[src/rtl/adc_seq_pkg.sv]
package adc_seq_pkg;
    localparam int DEF_N_SEQ  = 4;
    localparam int DEF_SLOT_W = 3;

    typedef enum logic [0:0] {
        CH_IDLE = 1'b0,
        CH_ARMED = 1'b1
    } chan_state_t;
endpackage

[src/rtl/adc_seq_chan.sv]
module adc_seq_chan
    import adc_seq_pkg::*;
(
    input  logic clk,
    input  logic rst,
    input  logic en,
    input  logic trig,
    input  logic grant,
    input  logic active,
    input  logic clr,
    output logic armed,
    output logic ovf
);
    chan_state_t state_q;
    logic        busy_now;

    assign busy_now = (state_q == CH_ARMED) || active;
    assign armed    = (state_q == CH_ARMED);

    always_ff @(posedge clk) begin
        if (rst) begin
            state_q <= CH_IDLE;
            ovf     <= 1'b0;
        end else begin
            if (!en) begin
                state_q <= CH_IDLE;
            end else if (state_q == CH_ARMED) begin
                if (grant) state_q <= CH_IDLE;
            end else if (trig && !active) begin
                state_q <= CH_ARMED;
            end

            if (en && trig && busy_now) begin
                ovf <= 1'b1;
            end else if (clr) begin
                ovf <= 1'b0;
            end
        end
    end
endmodule

[src/rtl/adc_conv_ctrl.sv]
module adc_conv_ctrl #(
    parameter int N_SEQ  = 4,
    parameter int SLOT_W = 3,
    parameter int ID_W   = 2
) (
    input  logic                    clk,
    input  logic                    rst,
    input  logic [N_SEQ-1:0]        en,
    input  logic [N_SEQ-1:0]        armed,
    input  logic [N_SEQ*SLOT_W-1:0] slot_last,
    input  logic                    eoc,
    output logic [N_SEQ-1:0]        grant,
    output logic [N_SEQ-1:0]        active,
    output logic                    soc,
    output logic [ID_W-1:0]         soc_id,
    output logic [SLOT_W-1:0]       soc_slot,
    output logic [N_SEQ-1:0]        dma,
    output logic [N_SEQ-1:0]        done
);
    logic              busy_q;
    logic              own_vld_q;
    logic [ID_W-1:0]   own_id_q;
    logic [SLOT_W-1:0] slot_q;
    logic [N_SEQ-1:0]  own_oh;
    logic [N_SEQ-1:0]  cand;
    logic [ID_W-1:0]   pick;
    logic              pick_vld;
    logic [SLOT_W-1:0] own_last;
    logic              go_cont;
    logic              go_new;

    always_comb begin
        own_oh = '0;
        if (own_vld_q) own_oh[own_id_q] = 1'b1;
        cand     = en & (armed | own_oh);
        pick_vld = |cand;
        pick     = '0;
        for (int i = N_SEQ - 1; i >= 0; i--) begin
            if (cand[i]) pick = ID_W'(i);
        end
        own_last = slot_last[own_id_q*SLOT_W +: SLOT_W];
        go_cont  = !busy_q && pick_vld && own_vld_q && (pick == own_id_q);
        go_new   = !busy_q && pick_vld && !go_cont;
        grant    = '0;
        if (go_new) grant[pick] = 1'b1;
    end

    assign active = own_oh;

    always_ff @(posedge clk) begin
        if (rst) begin
            busy_q    <= 1'b0;
            own_vld_q <= 1'b0;
            own_id_q  <= '0;
            slot_q    <= '0;
            soc       <= 1'b0;
            soc_id    <= '0;
            soc_slot  <= '0;
            dma       <= '0;
            done      <= '0;
        end else begin
            soc  <= 1'b0;
            dma  <= '0;
            done <= '0;
            if (!busy_q) begin
                if (go_new) begin
                    own_vld_q <= 1'b1;
                    own_id_q  <= pick;
                    slot_q    <= '0;
                    busy_q    <= 1'b1;
                    soc       <= 1'b1;
                    soc_id    <= pick;
                    soc_slot  <= '0;
                end else if (go_cont) begin
                    busy_q   <= 1'b1;
                    soc      <= 1'b1;
                    soc_id   <= own_id_q;
                    soc_slot <= slot_q;
                end else begin
                    own_vld_q <= 1'b0;
                end
            end else if (eoc) begin
                busy_q         <= 1'b0;
                dma[own_id_q]  <= 1'b1;
                if (slot_q == own_last) begin
                    done[own_id_q] <= 1'b1;
                    own_vld_q      <= 1'b0;
                    slot_q         <= '0;
                end else if (!en[own_id_q]) begin
                    own_vld_q <= 1'b0;
                end else begin
                    slot_q <= slot_q + 1'b1;
                end
            end
        end
    end
endmodule

[src/rtl/adc_seq_arbiter.sv]
module adc_seq_arbiter
    import adc_seq_pkg::*;
#(
    parameter int N_SEQ  = DEF_N_SEQ,
    parameter int SLOT_W = DEF_SLOT_W,
    localparam int ID_W  = $clog2(N_SEQ)
) (
    input  logic                    clk,
    input  logic                    rst,
    input  logic [N_SEQ-1:0]        seq_en,
    input  logic [N_SEQ-1:0]        seq_trig,
    input  logic [N_SEQ*SLOT_W-1:0] seq_len,
    input  logic [N_SEQ-1:0]        ovf_clr,
    input  logic                    conv_eoc,
    output logic                    conv_soc,
    output logic [ID_W-1:0]         conv_seq,
    output logic [SLOT_W-1:0]       conv_slot,
    output logic [N_SEQ-1:0]        dma_req,
    output logic [N_SEQ-1:0]        seq_done,
    output logic [N_SEQ-1:0]        seq_active,
    output logic [N_SEQ-1:0]        seq_ovf
);
    logic [N_SEQ-1:0] armed;
    logic [N_SEQ-1:0] grant;
    logic [N_SEQ-1:0] act;

    for (genvar g = 0; g < N_SEQ; g++) begin : g_chan
        adc_seq_chan u_chan (
            .clk    (clk),
            .rst    (rst),
            .en     (seq_en[g]),
            .trig   (seq_trig[g]),
            .grant  (grant[g]),
            .active (act[g]),
            .clr    (ovf_clr[g]),
            .armed  (armed[g]),
            .ovf    (seq_ovf[g])
        );
    end

    adc_conv_ctrl #(
        .N_SEQ  (N_SEQ),
        .SLOT_W (SLOT_W),
        .ID_W   (ID_W)
    ) u_ctrl (
        .clk       (clk),
        .rst       (rst),
        .en        (seq_en),
        .armed     (armed),
        .slot_last (seq_len),
        .eoc       (conv_eoc),
        .grant     (grant),
        .active    (act),
        .soc       (conv_soc),
        .soc_id    (conv_seq),
        .soc_slot  (conv_slot),
        .dma       (dma_req),
        .done      (seq_done)
    );

    assign seq_active = act;
endmodule

[config.mk]
export PLATFORM = sky130hd
export DESIGN_NAME = adc_seq_arbiter
export DESIGN_NICKNAME = d
export VERILOG_FILES = /design/src/rtl/adc_seq_pkg.sv /design/src/rtl/adc_seq_chan.sv /design/src/rtl/adc_conv_ctrl.sv /design/src/rtl/adc_seq_arbiter.sv
export SDC_FILE = /design/constraint.sdc
export NUM_CORES = 1
export LEC_CHECK = 0
export BUFFER_PORTS_ARGS = -buffer_cell sky130_fd_sc_hd__buf_4
export CORE_MARGIN = 2
export CORE_UTILIZATION = 41
export DETAILED_ROUTE_END_ITERATION = 16
export GPL_TIMING_DRIVEN = 0
export PLACE_DENSITY = 0.75
export SLEW_MARGIN = 20
export SYNTH_ARGS = -nofsm -noshare
export SYNTH_HDL_FRONTEND = slang
export SYNTH_SLANG_ARGS = --single-unit
[constraint.sdc]
create_clock -name clk -period 2.9 [get_ports clk]
set_clock_uncertainty 0.2 [all_clocks]
set_input_delay 0.29 -clock clk [delete_from_list [all_inputs] [get_ports clk]]
set_output_delay 0.29 -clock clk [all_outputs]
set_load 0.02 [all_outputs]
==> impl_metrics.json <==
{
  "worstReg2RegStart": "u_ctrl.own_id_q[1]$_SDFFE_PP0P_",
  "grt_max_degree": 11,
  "clk_pin_slew_worst_paths_ns": 0.09,
  "grt_first_pass_wirelength_um": 5690,
  "start_kind": "flop",
  "critPathArrivalTime_ns": 2.38,
  "cts_tree": "built",
  "portBuffers": 48,
  "hold_path_class": "in -> reg",
  "whs_endpoint": "g_chan[0].u_chan.armed$_SDFF_PP0_",
  "grt_overflow": 0,
  "ys_top_cells_by_area": "dfxtp_1 39%, a21oi_1 5.7%, buf_4 5.1%",
  "synth_cells": 164,
  "cts-root-buf": "clkbuf_4",
  "synth_nets": 192,
  "clockBufferDepth": 2,
  "ant_nets": 0,
  "hpwlAfterDp_um": 2440,
  "synth_top_area_share_pct": 39.2,
  "status": "finished clean",
  "fin_nets": 249,
  "maxSlewViolCount": 0,
  "hold_depth": 3,
  "r2r_slack_ns": 0.56,
  "syn_to_final_growth_pct": 33.0,
  "timing.setup.tns_ns": 0,
  "criticalPathCategory": "reg -> reg",
  "slowest_stage": "a2111oi_2",
  "die_h_um": 64.1,
  "cp-end-kind": "flop",
  "coreArea_um2": 3420,
  "startpoint": "u_ctrl.own_id_q[1]$_SDFFE_PP0P_",
  "dieArea_um2": 4110,
  "ys_ff_latch": 29,
  "rsz0062_at_grt": "false",
  "hold_viol": 0,
  "antenna_cells": 0,
  "drv_cap": 0,
  "grt_use_met3_pct": 6.51,
  "synth_compound_area_share_pct": 16.2,
  "worstPathRequired_ns": 2.94,
  "final_cell_mix": "58 x buf_4, 29 x dfxtp_1, 17 x a21oi_1",
  "synth_adder_area_share_pct": 0.845,
  "grt_pass1_vias": 1311,
  "fin_ws_ns": 0.562,
  "yosys.area_share.simple_pct": 23.6,
  "hold_start": "seq_en[0]",
  "cts-buffers-inserted": 5,
  "synth_top_family_by_area": "simple AND/OR/NAND/NOR gates",
  "vias": 1334,
  "ir_drop_v": 0.000220,
  "fillCellCount": 355,
  "synth_top_cell_by_area": "dfxtp_1",
  "slew_headroom_pct": 66.4,
  "track_usage_pct": 17.5,
  "worstMarginPinSlew_ns": 0.504,
  "avgSynthCellArea_um2": 9.03,
  "final_common_cell": "buf_4",
  "cts_setup_buffers": 0,
  "synth_xor_xnor_area_share_pct": 4.14,
  "cts_sinks": 29,
  "top_usage_layer": "met2",
  "finalSetupViolCount": 0,
  "fin_crit_ns": 2.34,
  "synth_area_um2": 1480,
  "drc_errors": 0,
  "min_period_over_period_pct": 80.6,
  "viasPerCell": 4.98,
  "drt_iter0_drc": 72,
  "yosys_warnings": 0,
  "initial_core_util_pct": 43.4,
  "crit_chain": "buf_6, and3b_4, o21a_4, a211oi_4, xnor2_1, and3_1, nor2_1, a2111oi_2",
  "dr.pass1.iters": 4,
  "antenna_found_initial": 0,
  "rows": 21,
  "ctsHoldBuffers": 2,
  "synth.area.mux_share_pct": 6.50,
  "seq_area_frac_synth_pct": 39.2,
  "clk_latency_ns": 0.33,
  "gp_congestion": 0.734,
  "cts_resized": 0,
  "fin_util_pct": 57.7,
  "htreeDepth": 2,
  "cp_max_fo": 10,
  "dpl_worst_slack_ns": 0.555,
  "crit_path_max_incr_delay_ns": 0.35,
  "io_pins": 49,
  "routed_wl_um": 3210,
  "timing.rr.end": "g_chan[0].u_chan.armed$_SDFF_PP0_",
  "met2_usage_pct": 29.0,
  "fmax_mhz": 428,
  "power.leakage_nw": 0.844,
  "yosysUniqueCellTypes": 46,
  "drive_above_1_share_pct": 38.3,
  "r2r_cells": 8,
  "wl_per_cell_um": 12.0,
  "use_met1_pct": 21.6,
  "p_per_area_nw_per_um2": 418,
  "die_w_um": 64.1
}
## metrics by stage
step           hold slack (ns)  total power, mW  area, µm²  cells
2_1_floorplan            0.229            0.535       1480    164
3_3_place_gp             0.246            0.594       1900    258
3_5_place_dp             0.253            0.596       1900    258
4_1_cts                 0.0141            0.832       1970    268
5_1_grt                 0.0228            0.873       1970    268
6_report                0.0166            0.823       1970    268
## per-layer routing
metal / wire [µm] / part of all wire [%]
met1: 1420 / 44
met2: 1550 / 48
met3: 214 / 6.7
met4: 19 / 0.59
met5: 0 / 0
## report_power, final
part	switching [mW]	internal (mW)	leakage, nW	total, mW
sequential	0.00962	0.411	0.235	0.420
combinational	0.0867	0.0829	0.577	0.170
clock	0.141	0.0920	0.0320	0.233
## worst max path at each step
| stage | end | slack (ns) |
|---|---|---|
| floorplan | g_chan[0].u_chan.armed$_SDFF_PP0_ | 0.75 |
| global placement | g_chan[0].u_chan.armed$_SDFF_PP0_ | 0.60 |
| detailed placement | g_chan[0].u_chan.armed$_SDFF_PP0_ | 0.55 |
| CTS | g_chan[0].u_chan.armed$_SDFF_PP0_ | 0.54 |
| global route | g_chan[0].u_chan.armed$_SDFF_PP0_ | 0.39 |
| finish | g_chan[0].u_chan.armed$_SDFF_PP0_ | 0.56 |
## cell usage after synthesis (all sizes together)
master   number
o211ai        1
and4b         1
inv           8
nor4b         1
and3b         2
a2111oi       1
a21o          1
a211oi        2
mux4          2
a21oi        18
nor4          1
a221o         1
a31o          1
nor3b         1
mux2i         4
or2           3
nand4b        1
dfxtp        29
a32oi         1
nand3         5
ha            1
nor3          4
nor4bb        2
nand2b        4
xor2          2
mux2          1
clkbuf        4
o21ai         4
nand2        13
a22o          1
nor2b         4
and3          2
xnor2         5
nand4         3
nor2         15
o21a          2
buf          13
## kinds of logic (layout without fill, tap and decap cells)
family	after synthesis	in the layout
buf+inv	25	83
simple gates	62	62
fa+ha+maj	1	1
flops	29	29
compound gates	33	33
mux	7	7
xor+xnor	7	7
## final cells by class
type | count | area [µm²] | area share [%]
multi-input cells | 110 | 759 | 38.5
flip-flops and latches | 29 | 581 | 29.5
repair buffers | 50 | 380 | 19.3
plain buffers | 17 | 111 | 5.65
well taps | 46 | 57.6 | 2.92
clock buffers | 6 | 41.3 | 2.10
inverters | 8 | 30.0 | 1.52
clock inverters | 2 | 10.0 | 0.508
## worst max-delay path: cells and delay by family (launching register included)
kind / cells / cell delay, ns
AO/OA/AOI/OAI: 3 / 0.79
AND/OR/NAND/NOR: 3 / 0.57
XOR/XNOR: 1 / 0.18
buffers and inverters: 1 / 0.16
flip-flops: 1 / 0.34
## flip-flops by register name, summed over array words and instances, names as in the netlist, 2 cells and up
| signal | flops |
|---|---|
| u_ctrl.soc_slot | 3 |
| u_ctrl.soc_id | 2 |
| g_chan.u_chan.armed | 4 |
| u_ctrl.done | 4 |
| g_chan.u_chan.ovf | 4 |
| u_ctrl.dma | 4 |
| u_ctrl.own_id_q | 2 |
| u_ctrl.slot_q | 3 |
(Power assumes the default switching activity.)
